`config.mk`:
```
export PLATFORM = sky130hd
export DESIGN_NAME = ladder_counter
export DESIGN_NICKNAME = d
export VERILOG_FILES = /design/src/rtl/lctr_pkg.sv /design/src/rtl/lctr_edge.sv /design/src/rtl/lctr_accum.sv /design/src/rtl/lctr_status.sv /design/src/rtl/ladder_counter.sv
export SDC_FILE = /design/constraint.sdc
export NUM_CORES = 1
export LEC_CHECK = 0
export BUFFER_PORTS_ARGS = -buffer_cell sky130_fd_sc_hd__buf_2
export CAP_MARGIN = 20
export CORE_MARGIN = 8
export CORE_UTILIZATION = 30
export CTS_CLUSTER_DIAMETER = 200
export CTS_CLUSTER_SIZE = 24
export DETAILED_ROUTE_END_ITERATION = 6
export GPL_TIMING_DRIVEN = 0
export PLACE_DENSITY = 0.53
export SYNTH_ARGS = -nofsm -noshare
export SYNTH_HDL_FRONTEND = slang
export SYNTH_SLANG_ARGS = --single-unit
```
`constraint.sdc`:
```
create_clock -name clk -period 7.65 [get_ports clk]
set_clock_uncertainty 0.15 [all_clocks]
set_input_delay 0.3825 -clock clk [delete_from_list [all_inputs] [get_ports clk]]
set_output_delay 0.3825 -clock clk [all_outputs]
set_load 0.02 [all_outputs]
```
`src/rtl/lctr_pkg.sv`:
```
package lctr_pkg;

    localparam int unsigned LCTR_W = 16;

    typedef enum logic [1:0] {
        STEP_HOLD = 2'd0,
        STEP_INC  = 2'd1,
        STEP_DEC  = 2'd2
    } step_e;

    typedef struct packed {
        logic ovf;
        logic unf;
    } wrap_t;

    // Opposing edges in one cycle cancel each other.
    function automatic step_e pick_step(input logic up_rise, input logic dn_rise);
        if (up_rise && !dn_rise) return STEP_INC;
        if (dn_rise && !up_rise) return STEP_DEC;
        return STEP_HOLD;
    endfunction

endpackage

```
`src/rtl/lctr_edge.sv`:
```
module lctr_edge #(
    parameter int unsigned LANES = 2
) (
    input  logic             clk,
    input  logic             rst,
    input  logic             clr,
    input  logic [LANES-1:0] rung,
    output logic [LANES-1:0] rise
);

    for (genvar i = 0; i < LANES; i++) begin : g_lane
        logic prev_q;

        always_ff @(posedge clk) begin
            if (rst || clr) prev_q <= 1'b0;
            else            prev_q <= rung[i];
        end

        assign rise[i] = rung[i] & ~prev_q;
    end

endmodule

```
`src/rtl/lctr_accum.sv`:
```
module lctr_accum
    import lctr_pkg::*;
#(
    parameter int unsigned CNT_W = LCTR_W
) (
    input  logic             clk,
    input  logic             rst,
    input  logic             clr,
    input  step_e            step,
    output logic [CNT_W-1:0] acc,
    output wrap_t            wrap
);

    localparam logic [CNT_W-1:0] ACC_MAX = {1'b0, {(CNT_W-1){1'b1}}};
    localparam logic [CNT_W-1:0] ACC_MIN = {1'b1, {(CNT_W-1){1'b0}}};
    localparam logic [CNT_W-1:0] ONE     = {{(CNT_W-1){1'b0}}, 1'b1};

    logic [CNT_W-1:0] acc_q;
    wrap_t            wrap_q;

    always_ff @(posedge clk) begin
        if (rst || clr) begin
            acc_q  <= '0;
            wrap_q <= '0;
        end else begin
            case (step)
                STEP_INC: begin
                    acc_q <= acc_q + ONE;
                    if (acc_q == ACC_MAX) wrap_q.ovf <= 1'b1;
                end
                STEP_DEC: begin
                    acc_q <= acc_q - ONE;
                    if (acc_q == ACC_MIN) wrap_q.unf <= 1'b1;
                end
                default: ;
            endcase
        end
    end

    assign acc  = acc_q;
    assign wrap = wrap_q;

endmodule

```
`src/rtl/lctr_status.sv`:
```
module lctr_status #(
    parameter int unsigned CNT_W = 16
) (
    input  logic             clr,
    input  logic             up_rung,
    input  logic             dn_rung,
    input  logic [CNT_W-1:0] acc,
    input  logic [CNT_W-1:0] preset,
    output logic             up_en,
    output logic             dn_en,
    output logic             done
);

    logic reached;

    always_comb begin
        reached = $signed(acc) >= $signed(preset);
        up_en   = up_rung & ~clr;
        dn_en   = dn_rung & ~clr;
        done    = reached & ~clr;
    end

endmodule

```
`src/rtl/ladder_counter.sv`:
```
module ladder_counter
    import lctr_pkg::*;
#(
    parameter int unsigned CNT_W = LCTR_W
) (
    input  logic             clk,
    input  logic             rst,
    input  logic             up_rung,
    input  logic             dn_rung,
    input  logic             clr_cmd,
    input  logic [CNT_W-1:0] preset,
    output logic [CNT_W-1:0] acc,
    output logic             up_en,
    output logic             dn_en,
    output logic             done,
    output logic             ovf,
    output logic             unf
);

    localparam int unsigned LANE_UP = 0;
    localparam int unsigned LANE_DN = 1;

    logic [1:0] rung_lv;
    logic [1:0] rung_rise;
    step_e      step;
    wrap_t      wrap;

    assign rung_lv[LANE_UP] = up_rung;
    assign rung_lv[LANE_DN] = dn_rung;

    lctr_edge #(.LANES(2)) u_edge (
        .clk  (clk),
        .rst  (rst),
        .clr  (clr_cmd),
        .rung (rung_lv),
        .rise (rung_rise)
    );

    assign step = pick_step(rung_rise[LANE_UP], rung_rise[LANE_DN]);

    lctr_accum #(.CNT_W(CNT_W)) u_accum (
        .clk  (clk),
        .rst  (rst),
        .clr  (clr_cmd),
        .step (step),
        .acc  (acc),
        .wrap (wrap)
    );

    lctr_status #(.CNT_W(CNT_W)) u_status (
        .clr     (clr_cmd),
        .up_rung (up_rung),
        .dn_rung (dn_rung),
        .acc     (acc),
        .preset  (preset),
        .up_en   (up_en),
        .dn_en   (dn_en),
        .done    (done)
    );

    assign ovf = wrap.ovf;
    assign unf = wrap.unf;

endmodule

```
==> results.sh, run 1 <==
export IMPL_outcome="complete, no violations"
export IMPL_num_vias=2441
export IMPL_hold_class="input pin to register"
export IMPL_setup_viol=0
export IMPL_startpoint_type="register"
export IMPL_postCtsHoldBufs=0
export IMPL_yosysUniqueCellTypes=58
export IMPL_cts_setup_buffers=0
export IMPL_grt_pass1_wl_mm=12.2
export IMPL_initial_utilization=0.305
export IMPL_maxSlewViolCount=0
export IMPL_antenna_left=0
export IMPL_multi_input_area_um2=1580
export IMPL_cts_tree="yes"
export IMPL_grt_pass1_vias=2331
export IMPL_nNetsFinal=390
export IMPL_die_y_um=101
export IMPL_grt_util_met1=0.200
export IMPL_fmax_mhz=246
export IMPL_cts_buffers=3
export IMPL_gp_congestion=0.910
export IMPL_hpwl_mm=5.67
export IMPL_dpl_cell_area_um2=2500
export IMPL_cts_htree_levels=1
export IMPL_rsz0062_at_grt="no"
export IMPL_finalCriticalPeriod_ps=4060
export IMPL_fill_cells=816
export IMPL_layout_setup_ws_ps=3590
export IMPL_fin_util=0.358
export IMPL_drive_above_1_share=0.167
export IMPL_fin_crit_sh=0.530
export IMPL_core_um2=7140
export IMPL_grt_antenna_before_repair=0
export IMPL_clock_path_buffers=2
export IMPL_async_reset_ff_frac=0
export IMPL_diodes=0
export IMPL_cts_root_buf="clkbuf_8"
export IMPL_syn_area_per_cell_um2=7.17
export IMPL_mappedNetlistArea_um2=2170
export IMPL_cts_clk_slew_worst_paths_ps=100
export IMPL_netlist_instances=303
export IMPL_slew_headroom=0.579
export IMPL_via_per_inst=5.46
export IMPL_synth_area_leader_cell="dfxtp_1"
export IMPL_area_growth_pct=17.7
export IMPL_die_area_um2=10200
export IMPL_irDropWorstVdd_mv=0.0747
export IMPL_dr_pass1_iters=4
export IMPL_yosysTopAreaCellShare=0.184
export IMPL_crit_type="register to register"
export IMPL_grtUsageMet3=0.0152
export IMPL_max_cap_violations=0
export IMPL_power_total_w=0.000309
export IMPL_pre_cts_ws_ps=3550
export IMPL_drc=0
export IMPL_power_density_nw_per_um2=121
export IMPL_crit_arrival_ps=4120
export IMPL_worstMarginPinSlew_ps=632
export IMPL_final_cell_area_um2=2560
export IMPL_synth_flop_cell="dfxtp_1"
export IMPL_drtIter0Drc=288
export IMPL_synth_area_leaders="dfxtp_1, ha_1, a21oi_1"
export IMPL_die_x_um=101
export IMPL_wl_per_cell_um=16.5
export IMPL_p_leak_nw=1.15
export IMPL_yosysWarnings=0
export IMPL_ctsResizeCount=0
export IMPL_drt_wl_total_mm=7.37
export IMPL_yosysSeqAreaShare=0.184
export IMPL_ys_ff_latch=20
export IMPL_overflow=0
export IMPL_worstPathMaxFanout=10
export IMPL_track_usage=0.149
export IMPL_cp_data_required_time_ps=7710
export IMPL_top_usage_layer="met2"
export IMPL_syn_nets=344
export IMPL_fin_setup_tns_ps=0
export IMPL_ios=42
export IMPL_rows=31
export IMPL_met2_usage=0.240
export IMPL_cp_end_kind="register"
export IMPL_port_buffers=41
export IMPL_cts_sinks=20
export IMPL_insertion_delay_ps=270
export IMPL_grt_max_degree=12
export IMPL_register_area_um2=400
export IMPL_finalHoldViolations=0
export IMPL_synth_edf_count=0
-- worst max-delay path, cell delays in order, from the launching register on --
cell	delay, ps
dfxtp_1	310
nand2b_1	150
inv_1	90
ha_1	140
buf_4	160
buf_2	220
buf_2	250
buf_2	320
xor2_1	190
ha_1	200
a21boi_0	200
o22ai_1	220
a211oi_1	380
o211ai_1	180
and3_1	200
or4_1	470
a21oi_1	150
-- layout by cell type, fill, tap and decap left out, drive strengths merged, types with 3 or more instances in the layout --
cell,Yosys,layout
inv,24,24
or3,11,11
o31ai,6,6
nand3,7,7
nor4,3,3
o21ai,17,17
nand4,6,6
dfxtp,20,20
a221oi,3,3
nor2,23,23
nand2,14,14
o211ai,4,4
a21oi,28,28
or2,3,3
mux2i,3,3
clkbuf,16,20
a31oi,4,4
buf,8,49
nand2b,5,5
nor2b,6,6
and2,4,4
a22o,3,3
or4,5,5
xor2,3,3
a211oi,3,3
a21o,7,7
xnor2,6,6
ha,20,20
nor3,8,8
and3,5,5
-- layout make-up --
type | instances | share of cell area
Multi-Input combinational cell | 235 | 0.618
Sequential cell | 20 | 0.157
Timing Repair Buffer | 41 | 0.0802
Tap cell | 99 | 0.0484
Buffer | 24 | 0.0401
Inverter | 24 | 0.0352
Clock buffer | 4 | 0.0215
-- final timing paths --
check | from | end | slack, ps | cells after the start
hold reg to reg | u_accum.wrap[0] | u_accum.wrap[0] | 360 | 2
setup reg to reg | u_edge.g_lane[1].prev_q | u_accum.acc[14] | 3590 | 16
hold / removal | dn_rung | u_edge.g_lane[1].prev_q | 180 | 2
setup / recovery | u_edge.g_lane[1].prev_q | u_accum.acc[14] | 3590 | 16
-- metrics by stage --
step / cells / hold WS (ps)
final: 447 / 184
after detailed placement: 443 / 330
after CTS: 447 / 191
after global routing: 447 / 215
after floorplan: 303 / 354
after global placement: 443 / 325
-- state kept, by name (all words and copies together), names as in the netlist --
name                  flops
u_accum.acc              16
u_edge.g_lane.prev_q      2
u_accum.wrap              2
-- cells in the mapped netlist (all sizes together) (2+ instances only) --
cell     n
clkbuf  16
xor2     3
or3     11
o21ai   17
nand2b   5
o211ai   4
nand3    7
a22o     3
o21a     2
a211oi   3
mux2i    3
nor3     8
o21bai   2
a32oi    2
nand4b   2
and3     5
nand2   14
nor2    23
buf      8
a21oi   28
dfxtp   20
nand3b   2
nor4     3
nor2b    6
and2     4
a221oi   3
ha      20
inv     24
a31oi    4
o41ai    2
nand4    6
xnor2    6
or2      3
a21o     7
or4      5
o31ai    6
-- report_power, final --
| part | switching, W | internal, W | leakage (nW) |
|---|---|---|---|
| logic | 0.0000665 | 0.0000402 | 0.961 |
| registers | 0.00000565 | 0.000108 | 0.162 |
| clock network | 0.0000426 | 0.0000460 | 0.0288 |
-- cells by family after synthesis --
logic type,Yosys count,share of synthesized area
buffers and inverters,48,0.0887
adder cells (fa/ha/maj),20,0.115
XOR/XNOR,9,0.0363
flip-flops,20,0.184
multiplexers,3,0.0138
AO/OA/AOI/OAI,94,0.287
AND/OR/NAND/NOR,109,0.275
-- per-layer routing --
layer / wire length (um) / share of wire / vias up
met5: 0 / 0 / -
met4: 161 / 0.022 / 0
met3: 522 / 0.071 / 10
met2: 3310 / 0.45 / 91
met1: 3380 / 0.46 / 1140
li1: - / - / 1200
Note: power is estimated with default switching activity, not from simulation.
==> inputs of run 2 (changes only) <==
==> constraint.sdc (replaced) <==
create_clock -name clk -period 4.06 [get_ports clk]
set_clock_uncertainty 0.15 [all_clocks]
set_input_delay 0.203 -clock clk [delete_from_list [all_inputs] [get_ports clk]]
set_output_delay 0.203 -clock clk [all_outputs]
set_load 0.02 [all_outputs]
==> run 2 against run 1 <==
Against the previous run:
- first-iteration DRC count increased by 6.6%
- maximum frequency increased by 4.3%
- utilization increased by 0.11 points
- flip-flop and latch count unchanged
- sequential power increased by 89%
- critical path depth unchanged
- setup slack got worse by 3400 ps
- critical path type unchanged
- largest cell class unchanged
- largest power group unchanged
==> results.sh, run 2 (synthesized netlist as in run 1, its figures left out) <==
export IMPL_outcome="complete, no violations"
export IMPL_power_total_w=0.000583
export IMPL_fin_setup_tns_ps=0
export IMPL_nNetsFinal=390
export IMPL_finalHoldViolations=0
export IMPL_cts_htree_levels=1
export IMPL_cp_data_required_time_ps=4120
export IMPL_diodes=0
export IMPL_worstPathMaxFanout=10
export IMPL_cts_buffers=3
export IMPL_fill_cells=815
export IMPL_worstMarginPinSlew_ps=640
export IMPL_fmax_mhz=257
export IMPL_port_buffers=41
export IMPL_dr_pass1_iters=5
export IMPL_final_cell_mix="buf_2, a21oi_1, inv_1"
export IMPL_hpwl_mm=5.67
export IMPL_die_y_um=101
export IMPL_insertion_delay_ps=270
export IMPL_cts_setup_buffers=0
export IMPL_rows=31
export IMPL_via_per_inst=5.43
export IMPL_irDropWorstVdd_mv=0.141
export IMPL_drt_wl_total_mm=7.42
export IMPL_cts_sinks=20
export IMPL_postCtsHoldBufs=0
export IMPL_antenna_left=0
export IMPL_final_common_cell="buf_2"
export IMPL_reg2reg_slack_ps=170
export IMPL_fin_crit_sh=0.958
export IMPL_cts_root_buf="clkbuf_8"
export IMPL_grt_antenna_before_repair=0
export IMPL_slew_headroom=0.573
export IMPL_largest_reg_flops=16
export IMPL_grt_pass1_vias=2331
export IMPL_gp_congestion=0.910
export IMPL_grt_pass1_wl_mm=12.2
export IMPL_initial_utilization=0.305
export IMPL_grt_max_degree=12
export IMPL_cts_clk_slew_worst_paths_ps=100
export IMPL_clock_path_buffers=2
export IMPL_die_x_um=101
export IMPL_die_area_um2=10200
export IMPL_drc=0
export IMPL_p_leak_nw=1.15
export IMPL_drtIter0Drc=307
export IMPL_overflow=0
export IMPL_crit_type="register to register"
export IMPL_area_growth_pct=18.0
export IMPL_startpoint_type="register"
export IMPL_maxSlewViolCount=0
export IMPL_power_density_nw_per_um2=227
export IMPL_rsz0062_at_grt="no"
export IMPL_crit_arrival_ps=3950
export IMPL_cts_tree="yes"
export IMPL_max_cap_violations=0
export IMPL_ios=42
export IMPL_wl_per_cell_um=16.6
export IMPL_core_um2=7140
export IMPL_track_usage=0.149
export IMPL_finalCriticalPeriod_ps=3890
export IMPL_ctsResizeCount=0
export IMPL_setup_viol=0
export IMPL_cp_end_kind="register"
export IMPL_num_vias=2429
export IMPL_hold_class="input pin to register"
export IMPL_drive_above_1_share=0.170
-- run 2: per-stage QoR --
stage	cells	utilization	hold slack, ps	instance area, um^2	setup slack (ps)
after floorplan	303	-	175	2170	719
after global placement	443	0.351	283	2500	141
after detailed placement	443	0.351	291	2500	87.3
after CTS	447	0.358	11.2	2560	48.1
after global routing	447	0.359	35.0	2560	1.08
final	447	0.359	3.25	2560	171
-- run 2: final cells by class --
cell class              instances  area [um^2]  share of cell area
plain buffers                  24          105              0.0410
clock buffers                   4         55.1              0.0215
inverters                      24         90.1              0.0351
multi-input cells             235         1590               0.618
flip-flops and latches         20          400               0.156
well taps                      99          124              0.0483
repair buffers                 41          205              0.0800
-- run 2: worst max-delay path: stages (launching register included) --
cell      delay, ps
dfxtp_1         310
nand2b_1        150
inv_1            90
ha_1            140
buf_4           160
buf_2           220
buf_2           260
buf_4           240
xor2_1          180
ha_1            200
a21boi_0        210
o22ai_1         230
a211oi_2        290
o211ai_1        170
and3_1          210
or4_1           470
a21oi_1         140
-- run 2: layer usage --
layer / wire length (um) / vias up / GRT usage
li1: - / 1199 / -
met1: 3380 / 1117 / 0.200
met2: 3310 / 103 / 0.240
met3: 566 / 10 / 0.0152
met4: 172 / 0 / 0.0515
met5: 0 / - / 0
-- run 2: worst paths after layout --
kind | from | endpoint | cells after the start
setup / recovery | u_edge.g_lane[1].prev_q | u_accum.acc[14] | 16
hold / removal | dn_rung | u_edge.g_lane[1].prev_q | 2
setup reg to reg | u_edge.g_lane[1].prev_q | u_accum.acc[14] | 16
hold reg to reg | u_accum.wrap[0] | u_accum.wrap[0] | 2
-- run 2: power breakdown --
group / internal [W] / switching, W
Sequential: 0.000203 / 0.0000106
Clock: 0.0000866 / 0.0000804
Combinational: 0.0000761 / 0.000126
==> inputs of run 3 (changes only) <==
--- a/config.mk
+++ b/config.mk
@@ -8,12 +8,12 @@
 export BUFFER_PORTS_ARGS = -buffer_cell sky130_fd_sc_hd__buf_2
 export CAP_MARGIN = 20
 export CORE_MARGIN = 8
-export CORE_UTILIZATION = 30
+export CORE_UTILIZATION = 44
 export CTS_CLUSTER_DIAMETER = 200
 export CTS_CLUSTER_SIZE = 24
 export DETAILED_ROUTE_END_ITERATION = 6
 export GPL_TIMING_DRIVEN = 0
-export PLACE_DENSITY = 0.53
+export PLACE_DENSITY = 0.7
 export SYNTH_ARGS = -nofsm -noshare
 export SYNTH_HDL_FRONTEND = slang
 export SYNTH_SLANG_ARGS = --single-unit
==> run 3 against run 2 <==
Against the previous run:
- final area fell by 2.0%
- wire length shrank 9.0%
- clock-buffer cell count down 1
- hold slack better by 11 ps
- global-route usage increased by 3.5 points
- first-iteration DRC count down 19%
- sequential power about the same
- flip-flop and latch count is the same
==> results.sh, run 3 (synthesized netlist as in run 1, its figures left out) <==
export IMPL_irDropWorstVdd_mv=0.121
export IMPL_final_cell_mix="buf_2, a21oi_1, inv_1"
export IMPL_reg2reg_from="u_edge.g_lane[1].prev_q"
export IMPL_cp_slowest_cell="or4_1"
export IMPL_drtIter0Drc=248
export IMPL_drive_above_1_share=0.167
export IMPL_worstPathMaxFanout=10
export IMPL_rows=25
export IMPL_largest_reg_flops=16
export IMPL_dpl_cell_area_um2=2460
export IMPL_track_usage=0.184
export IMPL_hold_class="input pin to register"
export IMPL_cts_clk_slew_worst_paths_ps=80
export IMPL_port_buffers=41
export IMPL_cts_setup_buffers=0
export IMPL_maxSlewViolCount=0
export IMPL_crit_start="u_edge.g_lane[1].prev_q"
export IMPL_p_leak_nw=1.15
export IMPL_gp_congestion=0.929
export IMPL_die_area_um2=7440
export IMPL_wl_per_cell_um=16.3
export IMPL_final_common_cell="buf_2"
export IMPL_fill_cells=499
export IMPL_grt_pass1_vias=2371
export IMPL_antenna_left=0
export IMPL_finalHoldViolations=0
export IMPL_switching_share=0.374
export IMPL_min_from="dn_rung"
export IMPL_internal_power_w=0.000346
export IMPL_die_x_um=86.3
export IMPL_hpwl_mm=5.19
export IMPL_startpoint_type="register"
export IMPL_dr_pass1_iters=5
export IMPL_p_comb_frac=0.360
export IMPL_initial_utilization=0.457
export IMPL_outcome="complete, no violations"
export IMPL_fin_crit_sh=0.930
export IMPL_overflow=0
export IMPL_rsz0062_at_grt="no"
export IMPL_clkPwrFrac=0.254
export IMPL_insertion_delay_ps=260
export IMPL_crit_arrival_ps=3820
export IMPL_via_per_inst=5.96
export IMPL_final_cell_area_um2=2510
export IMPL_num_vias=2469
export IMPL_cts_root_buf="clkbuf_8"
export IMPL_diodes=0
export IMPL_crit_type="register to register"
export IMPL_fmax_mhz=265
export IMPL_cp_data_required_time_ps=4100
export IMPL_fin_setup_tns_ps=0
export IMPL_area_growth_pct=15.7
export IMPL_cts_sinks=20
export IMPL_setup_viol=0
export IMPL_power_density_nw_per_um2=220
export IMPL_nNetsFinal=390
export IMPL_netSwitchingPower_w=0.000207
export IMPL_clock_path_buffers=2
export IMPL_core_um2=4750
export IMPL_drt_wl_total_mm=6.76
export IMPL_cpPeakStageDelay_ps=460
export IMPL_max_cap_violations=0
export IMPL_cts_tree="yes"
export IMPL_cts_buffers=3
export IMPL_finalCriticalPeriod_ps=3780
export IMPL_grt_pass1_wl_mm=11.2
export IMPL_drc=0
export IMPL_worstMarginPinSlew_ps=592
export IMPL_die_y_um=86.3
export IMPL_worstPathCellList="nand2b_1 -> inv_1 -> ha_1 -> buf_4 -> buf_2 -> clkbuf_4 -> buf_4 -> xor2_1 -> ha_1 -> a21boi_0 -> o22ai_1 -> a211oi_2 -> o211ai_1 -> and3_1 -> or4_1 -> a21oi_1"
export IMPL_grt_antenna_before_repair=0
export IMPL_cp_end_kind="register"
export IMPL_ios=42
export IMPL_cts_htree_levels=1
export IMPL_slew_headroom=0.605
export IMPL_grt_max_degree=11
export IMPL_seqPwrFrac=0.386
-- run 3: final cells by class --
class,instances,area [um^2],share of cell area
multi-input combinational,235,1590,0.631
timing repair buffer,41,205,0.0816
sequential,20,400,0.159
clock buffer,3,41.3,0.0164
buffer,24,108,0.0428
inverter,24,90.1,0.0358
tap,67,83.8,0.0333
-- run 3: final timing paths --
path,end,slack [ps],depth (start not counted)
worst max-delay path,u_accum.acc[14],280,16
worst min-delay path,u_edge.g_lane[1].prev_q,10,2
worst max register to register,u_accum.acc[14],280,16
worst min register to register,u_accum.wrap[1],330,2
-- run 3: timing repair --
item | CTS | global route
resized for setup | 0 | 4
hold buffers | 0 | 0
endpoints found under the setup margin | 0 | 2
-- run 3: power by group through the flow --
stage          Sequential [W]  Combinational, W  Clock (W)
2_1_floorplan        0.000222          0.000132          0
3_3_place_gp         0.000218          0.000193          0
3_5_place_dp         0.000218          0.000194          0
4_1_cts              0.000213          0.000196   0.000141
5_1_grt              0.000215          0.000222   0.000146
6_report             0.000213          0.000199   0.000140
-- run 3: critical path, delay by kind of cell (launching register included) --
kind                     cells  cell delay, ps
AND/OR/NAND/NOR              3             810
AO/OA/AOI/OAI                5             970
XOR/XNOR                     1             170
flip-flops                   1             300
buffers and inverters        5             960
adder cells (fa/ha/maj)      2             330
-- run 3: stage by stage --
| step | util | setup slack [ps] | power, W | hold slack (ps) | cells |
|---|---|---|---|---|---|
| detailed placement | 0.518 | 154 | 0.000412 | 288 | 411 |
| floorplan | - | 719 | 0.000354 | 175 | 303 |
| finish | 0.529 | 283 | 0.000552 | 14.2 | 414 |
| global route | 0.529 | 32.5 | 0.000584 | 20.6 | 414 |
| global placement | 0.518 | 166 | 0.000411 | 282 | 411 |
| CTS | 0.527 | 111 | 0.000550 | 14.8 | 414 |
-- run 3: routing by layer --
layer	up-vias	wire (um)	global-route usage
met5	-	0	0
met4	0	167	0.0657
met3	19	590	0.0312
met2	130	3020	0.312
met1	1108	2980	0.227
li1	1212	-	-
